--- config.mk ---
export PLATFORM = sky130hd
export DESIGN_NAME = mac_run_ctrl
export DESIGN_NICKNAME = d
export VERILOG_FILES = /design/src/rtl/mac_run_pkg.sv /design/src/rtl/mac_run_ctlreg.sv /design/src/rtl/mac_run_abort.sv /design/src/rtl/mac_run_gstop.sv /design/src/rtl/mac_run_ctrl.sv
export SDC_FILE = /design/constraint.sdc
export NUM_CORES = 1
export LEC_CHECK = 0
export ABC_AREA = 0
export CELL_PAD_IN_SITES_DETAIL_PLACEMENT = 1
export CELL_PAD_IN_SITES_GLOBAL_PLACEMENT = 1
export CORE_AREA = 2 2 39 41
export CTS_BUF_LIST = sky130_fd_sc_hd__clkbuf_16
export DETAILED_ROUTE_END_ITERATION = 6
export DIE_AREA = 0 0 41 43
export DONT_BUFFER_PORTS = 1
export GPL_TIMING_DRIVEN = 0
export PLACE_DENSITY = 0.5
export SYNTH_ARGS = -nofsm -noshare
export SYNTH_HDL_FRONTEND = slang
export SYNTH_HIERARCHICAL = 1
export SYNTH_SLANG_ARGS = --single-unit
--- constraint.sdc ---
create_clock -name clk -period 2.1 [get_ports clk]
set_input_delay 0.525 -clock clk [delete_from_list [all_inputs] [get_ports clk]]
set_output_delay 0.525 -clock clk [all_outputs]
set_load 0.01 [all_outputs]
--- src/rtl/mac_run_pkg.sv ---
package mac_run_pkg;

    typedef enum logic [1:0] {
        GS_RUN   = 2'd0,
        GS_DRAIN = 2'd1,
        GS_HALT  = 2'd2
    } gs_state_e;

    typedef struct packed {
        logic en;
        logic hrst;
    } ctl_regs_t;

    typedef struct packed {
        logic dma;
        logic wr_ab;
        logic rd_ab;
        logic tx_err;
    } abort_t;

endpackage

--- src/rtl/mac_run_ctlreg.sv ---
module mac_run_ctlreg #(
    parameter int HRST_BIT = 0,
    parameter int EN_BIT   = 1,
    parameter int CTL_W    = 2
) (
    input  logic             clk,
    input  logic             rst_n,
    input  logic             wr,
    input  logic [CTL_W-1:0] wdata,
    output logic [CTL_W-1:0] rdata,
    output logic             en_q_o,
    output logic             en_next_o,
    output logic             hrst_o,
    output logic             dis_evt_o
);
    import mac_run_pkg::*;

    ctl_regs_t r_d, r_q;
    logic      dis_evt;

    always_comb begin
        r_d     = r_q;
        r_d.hrst = 1'b0;
        dis_evt = 1'b0;
        if (!r_q.hrst && wr) begin
            if (wdata[HRST_BIT]) begin
                r_d.hrst = 1'b1;
                r_d.en   = 1'b0;
            end else begin
                r_d.en  = wdata[EN_BIT];
                dis_evt = r_q.en && !wdata[EN_BIT];
            end
        end
    end

    always_ff @(posedge clk or negedge rst_n) begin
        if (!rst_n) r_q <= '0;
        else        r_q <= r_d;
    end

    always_comb begin
        rdata           = '0;
        rdata[HRST_BIT] = r_q.hrst;
        rdata[EN_BIT]   = r_q.en;
    end

    assign en_q_o    = r_q.en;
    assign en_next_o = r_d.en;
    assign hrst_o    = r_q.hrst;
    assign dis_evt_o = dis_evt;

    p_hrst_selfclr_r1: assert property (@(posedge clk) disable iff (!rst_n)
        r_q.hrst |=> !r_q.hrst);
    p_hrst_no_en_r1: assert property (@(posedge clk) disable iff (!rst_n)
        r_q.hrst |-> !r_q.en);
    p_hrst_ignores_wr_r12: assert property (@(posedge clk) disable iff (!rst_n)
        r_q.hrst |=> !r_q.en);
endmodule

--- src/rtl/mac_run_abort.sv ---
module mac_run_abort (
    input  logic clk,
    input  logic rst_n,
    input  logic dis_evt,
    input  logic tx_busy,
    output logic dma_rst,
    output logic fifo_wr_abort,
    output logic fifo_rd_abort,
    output logic phy_tx_err
);
    import mac_run_pkg::*;

    abort_t a_d, a_q;

    always_comb begin
        a_d        = '0;
        a_d.dma    = dis_evt;
        a_d.wr_ab  = dis_evt;
        a_d.rd_ab  = dis_evt;
        a_d.tx_err = dis_evt && tx_busy;
    end

    always_ff @(posedge clk or negedge rst_n) begin
        if (!rst_n) a_q <= '0;
        else        a_q <= a_d;
    end

    assign dma_rst       = a_q.dma;
    assign fifo_wr_abort = a_q.wr_ab;
    assign fifo_rd_abort = a_q.rd_ab;
    assign phy_tx_err    = a_q.tx_err;

    p_txerr_in_frame_r4: assert property (@(posedge clk) disable iff (!rst_n)
        a_q.tx_err |-> $past(tx_busy));
    p_txerr_pulse_r4: assert property (@(posedge clk) disable iff (!rst_n)
        a_q.tx_err |=> !a_q.tx_err);
    p_dma_pulse_r3: assert property (@(posedge clk) disable iff (!rst_n)
        a_q.dma |=> !a_q.dma);
endmodule

--- src/rtl/mac_run_gstop.sv ---
module mac_run_gstop (
    input  logic clk,
    input  logic rst_n,
    input  logic en_q,
    input  logic en_next,
    input  logic req,
    input  logic busy,
    output logic done,
    output logic start_ok
);
    import mac_run_pkg::*;

    gs_state_e st_d, st_q;

    always_comb begin
        st_d = st_q;
        if (!en_next) begin
            st_d = GS_RUN;
        end else begin
            unique case (st_q)
                GS_RUN:   if (req) st_d = busy ? GS_DRAIN : GS_HALT;
                GS_DRAIN: if (!req) st_d = GS_RUN;
                          else if (!busy) st_d = GS_HALT;
                GS_HALT:  if (!req) st_d = GS_RUN;
                default:  st_d = GS_RUN;
            endcase
        end
    end

    always_ff @(posedge clk or negedge rst_n) begin
        if (!rst_n) st_q <= GS_RUN;
        else        st_q <= st_d;
    end

    assign done     = (st_q == GS_HALT);
    assign start_ok = en_q && (st_q == GS_RUN) && !req;

    p_done_needs_req_r8: assert property (@(posedge clk) disable iff (!rst_n)
        done |-> $past(req));
    p_done_after_boundary_r7: assert property (@(posedge clk) disable iff (!rst_n)
        $rose(done) |-> !$past(busy));
    p_no_start_when_done_r6: assert property (@(posedge clk) disable iff (!rst_n)
        done |-> !start_ok);
    p_off_clears_done_r10: assert property (@(posedge clk) disable iff (!rst_n)
        !en_q |-> !done);
endmodule

--- src/rtl/mac_run_ctrl.sv ---
module mac_run_ctrl #(
    parameter int NPATH    = 2,
    parameter int TX_IDX   = 0,
    parameter int HRST_BIT = 0,
    parameter int EN_BIT   = 1,
    localparam int CTL_W   = ((HRST_BIT > EN_BIT) ? HRST_BIT : EN_BIT) + 1
) (
    input  logic             clk,
    input  logic             rst_n,
    input  logic             ctl_wr,
    input  logic [CTL_W-1:0] ctl_wdata,
    output logic [CTL_W-1:0] ctl_rdata,
    input  logic [NPATH-1:0] path_busy,
    input  logic [NPATH-1:0] stop_req,
    output logic [NPATH-1:0] stop_done,
    output logic [NPATH-1:0] start_ok,
    input  logic             app_wr_valid,
    output logic             app_wr_accept,
    output logic             mac_core_rst,
    output logic             dma_rst,
    output logic             fifo_wr_abort,
    output logic             fifo_rd_abort,
    output logic             phy_tx_err
);
    logic en_q, en_next, hrst, dis_evt;

    mac_run_ctlreg #(
        .HRST_BIT(HRST_BIT),
        .EN_BIT  (EN_BIT),
        .CTL_W   (CTL_W)
    ) u_ctlreg (
        .clk      (clk),
        .rst_n    (rst_n),
        .wr       (ctl_wr),
        .wdata    (ctl_wdata),
        .rdata    (ctl_rdata),
        .en_q_o   (en_q),
        .en_next_o(en_next),
        .hrst_o   (hrst),
        .dis_evt_o(dis_evt)
    );

    mac_run_abort u_abort (
        .clk          (clk),
        .rst_n        (rst_n),
        .dis_evt      (dis_evt),
        .tx_busy      (path_busy[TX_IDX]),
        .dma_rst      (dma_rst),
        .fifo_wr_abort(fifo_wr_abort),
        .fifo_rd_abort(fifo_rd_abort),
        .phy_tx_err   (phy_tx_err)
    );

    for (genvar g = 0; g < NPATH; g++) begin : g_path
        mac_run_gstop u_gstop (
            .clk     (clk),
            .rst_n   (rst_n),
            .en_q    (en_q),
            .en_next (en_next),
            .req     (stop_req[g]),
            .busy    (path_busy[g]),
            .done    (stop_done[g]),
            .start_ok(start_ok[g])
        );
    end

    assign mac_core_rst  = hrst;
    assign app_wr_accept = app_wr_valid && en_q && !hrst;

    p_accept_gated_r5: assert property (@(posedge clk) disable iff (!rst_n)
        app_wr_accept |-> (app_wr_valid && ctl_rdata[EN_BIT]));
    p_hrst_no_abort_r9: assert property (@(posedge clk) disable iff (!rst_n)
        mac_core_rst |-> (!dma_rst && !phy_tx_err));
endmodule

==> flow_summary.yaml <==
synth:
  synth_enable_flop_cells: 0
  postSynthRegisterBits: 8
  synth-seq-area-share_pct: 53.2
  post_synthesis_share_of_cell_area_spent_on_full_adders_half_adders_and_majority_gates_pct: 0
  post_synth_mux_area_share_pct: 3.99
  synth.net_count: 42
  share_of_the_synthesized_netlist_area_taken_by_xor_and_xnor_gates_pct: 0
  synth.yosys.warnings: 6
  netlist_area_before_placement_um2: 377
  yosys.area.top_type: "dfrtp_1"
  synth_compound_area_share_pct: 3.99
  synth_top_family_by_area: "simple AND/OR/NAND/NOR gates"
  synth_cell_types: 14
  ys.flop_type: "dfrtp_1"
  async_flop_share_pct: 100
  synth_simple_gate_area_share_pct: 30.9
  netlist_top_cells_area: "dfrtp_1, nor2b_1, buf_4"
  synth_top_area_share_pct: 53.2
  avgSynthCellArea_um2: 11.8
  postSynthCellCount: 32
global_routing:
  grt_first_pass_wirelength_um: 1210
  number_of_global_route_vias_before_repair: 274
  grt_use_total_pct: 10.9
  antenna_violations_before_repair: 0
  grt_overflow_total: 0
  grt_max_degree: 9
placement:
  gp_congestion: 0.589
  port-buffer-count: 0
  post_detail_place_hpwl_um: 587
pwr:
  finalPower_uw: 527
  p_leak_nw: 0.241
  p_clk_share_pct: 60.3
  power.ir.vdd_worst_mv: 0.396
  powerDensity_mw_per_mm2: 1090
  seqPwrFrac_pct: 32.5
  combinationalPowerShare_pct: 7.3
  power.switching_fraction_pct: 19.0
  internal_power_uw: 427
  total_switching_power_uw: 100
critical_path:
  worst_path_maximum_fanout: 4
  crit_path_cell_trace: "nor4b_1"
  timing.critical_path.arrival_ns: 1.18
  ff2ff_path_depth: 3
  end_kind: "output pin"
  startpoint_type: "flop"
  path_buf_inv: 0
  cp_slowest_cell: "nor4b_1"
  reg2reg_setup_slack_ns: 0.90
  biggest_cell_delay_along_the_critical_path_ns: 0.56
  worst-endpoint-required_ns: 1.57
  cell_type_group_with_the_largest_total_delay_on_the_critical_path: "simple AND/OR/NAND/NOR gates"
  critical_path_depth: 1
  setup.worst_path.class: "flop to output pin"
die:
  placeableCoreArea_mm2: 0.00138
  num_rows: 14
  start_util_pct: 27.2
  pin_count: 22
  die_w_um: 41
  die_height_um: 43
  die_area_mm2: 0.00176
layout:
  area_growth_pct: 27.9
  drive_gt1_share_pct: 30.6
  nNetsFinal: 48
  most_common_library_cell_in_the_layout_ignoring_fill_and_taps: "dfrtp_1"
  num_antenna_cells: 0
  final_cell_mix: "dfrtp_1, nor2b_1, buf_4"
routing:
  drt-wirelength-per-cell_um: 14.3
  via_count: 253
  via_per_inst: 4.87
  drt_drc_violations_left: 0
  antenna_left: 0
  drt_pass1_iterations: 1
  drt_iter0_drc: 0
  totalWireLength_um: 742
run:
  cap_violations: 0
clocking:
  postCtsSetupRepairBufs: 0
  cts_hold_buffers: 1
  clock_sink_count: 8
  tritoncts: "yes"
  cts_buffer_depth: 2
  post_cts_resized: 0
  cts_inserted_buffers: 3
  h-tree-depth: 1
  worst_skew_late_latency_ns: 0.23
  clock_tree.root_cell: "clkbuf_16"
  path_clk_slew_ns: 0.04
sta:
  timing.clock.skew_ns: 0.000219
  final.period_utilization_pct: 81.3
  rsz0062_at_grt: "no"
  finalWorstPathRequiredPeriod_ns: 1.71
  setup_tns_ns: 0
  setup_violations: 0
  slew_headroom_pct: 60.1
  max_freq_mhz: 586
  timing.final.max_slew_violations: 0
  timing.final.hold_violations: 0
  tightestPinTransition_ns: 0.590
min_path:
  timing.hold.worst.class: "input pin to flop"
  hold-path-cell-count: 2
run_status:
  outcome: "complete, no violations"
-- cell families after synthesis --
logic type	Yosys count
flops	8
mux	1
buf+inv	4
compound gates	2
simple gates	17
-- metrics by stage --
stage | setup WS (ns) | hold slack (ns) | utilization, % | cells | area [um2]
after detailed placement | 0.545 | 0.230 | 28.7 | 48 | 397
after CTS | 0.373 | 0.414 | 34.8 | 52 | 482
final | 0.393 | 0.417 | 34.8 | 52 | 482
after global placement | 0.545 | 0.230 | 28.7 | 48 | 397
after floorplan | 0.612 | 0.229 | - | 32 | 377
after global routing | 0.339 | 0.429 | 34.8 | 52 | 482
-- cell type report --
cell class | instances | area (um2)
Timing Repair Buffer | 1 | 10.0
Tap cell | 16 | 20.0
Clock buffer | 3 | 75.1
Multi-Input combinational cell | 20 | 146
Buffer | 4 | 30.0
Fill cell | 150 | 902
Sequential cell | 8 | 200
-- synthesized netlist by cell type, types with 2 or more instances --
| library cell | count |
|---|---|
| dfrtp_1 | 8 |
| buf_4 | 4 |
| a211oi_1 | 2 |
| nor2b_1 | 5 |
| and3_1 | 2 |
| nor4b_1 | 2 |
| nand2_1 | 2 |
-- state kept, by name, summed over array words and instances, names as in the netlist --
name and count:
u_abort/phy_tx_err 1, u_ctlreg/hrst_o 1, u_ctlreg/en_q_o 1, g_path.u_gstop/st_q 4
u_abort/fifo_wr_abort 1
-- power groups by stage --
stage | Clock (mW) | Sequential (mW) | Combinational [mW]
2_1_floorplan | 0 | 0.171 | 0.0312
3_3_place_gp | 0 | 0.173 | 0.0343
3_5_place_dp | 0 | 0.174 | 0.0349
4_1_cts | 0.324 | 0.172 | 0.0396
5_1_grt | 0.339 | 0.173 | 0.0428
6_report | 0.318 | 0.171 | 0.0384
-- final timing paths --
check,end,start
max in group asynchronous,g_path[1].u_gstop/st_q[1],rst_n
min in group asynchronous,u_abort/phy_tx_err,rst_n
worst max-delay path,start_ok[0],g_path[0].u_gstop/st_q[1]
worst max register to register,g_path[1].u_gstop/st_q[0],u_ctlreg/hrst_o
worst min register to register,g_path[0].u_gstop/st_q[1],g_path[0].u_gstop/st_q[0]
worst min-delay path,g_path[1].u_gstop/st_q[1],stop_req[1]
-- per-layer routing --
layer	vias to the layer above	wire length, um	part of all wire (%)	GRT usage, %
li1	113	-	-	-
met5	-	0	0	0
met1	122	243	33	11.5
met2	16	382	51	15.0
met3	2	105	14	8.38
met4	0	10	1.3	6.00
(Power assumes the default switching activity.)
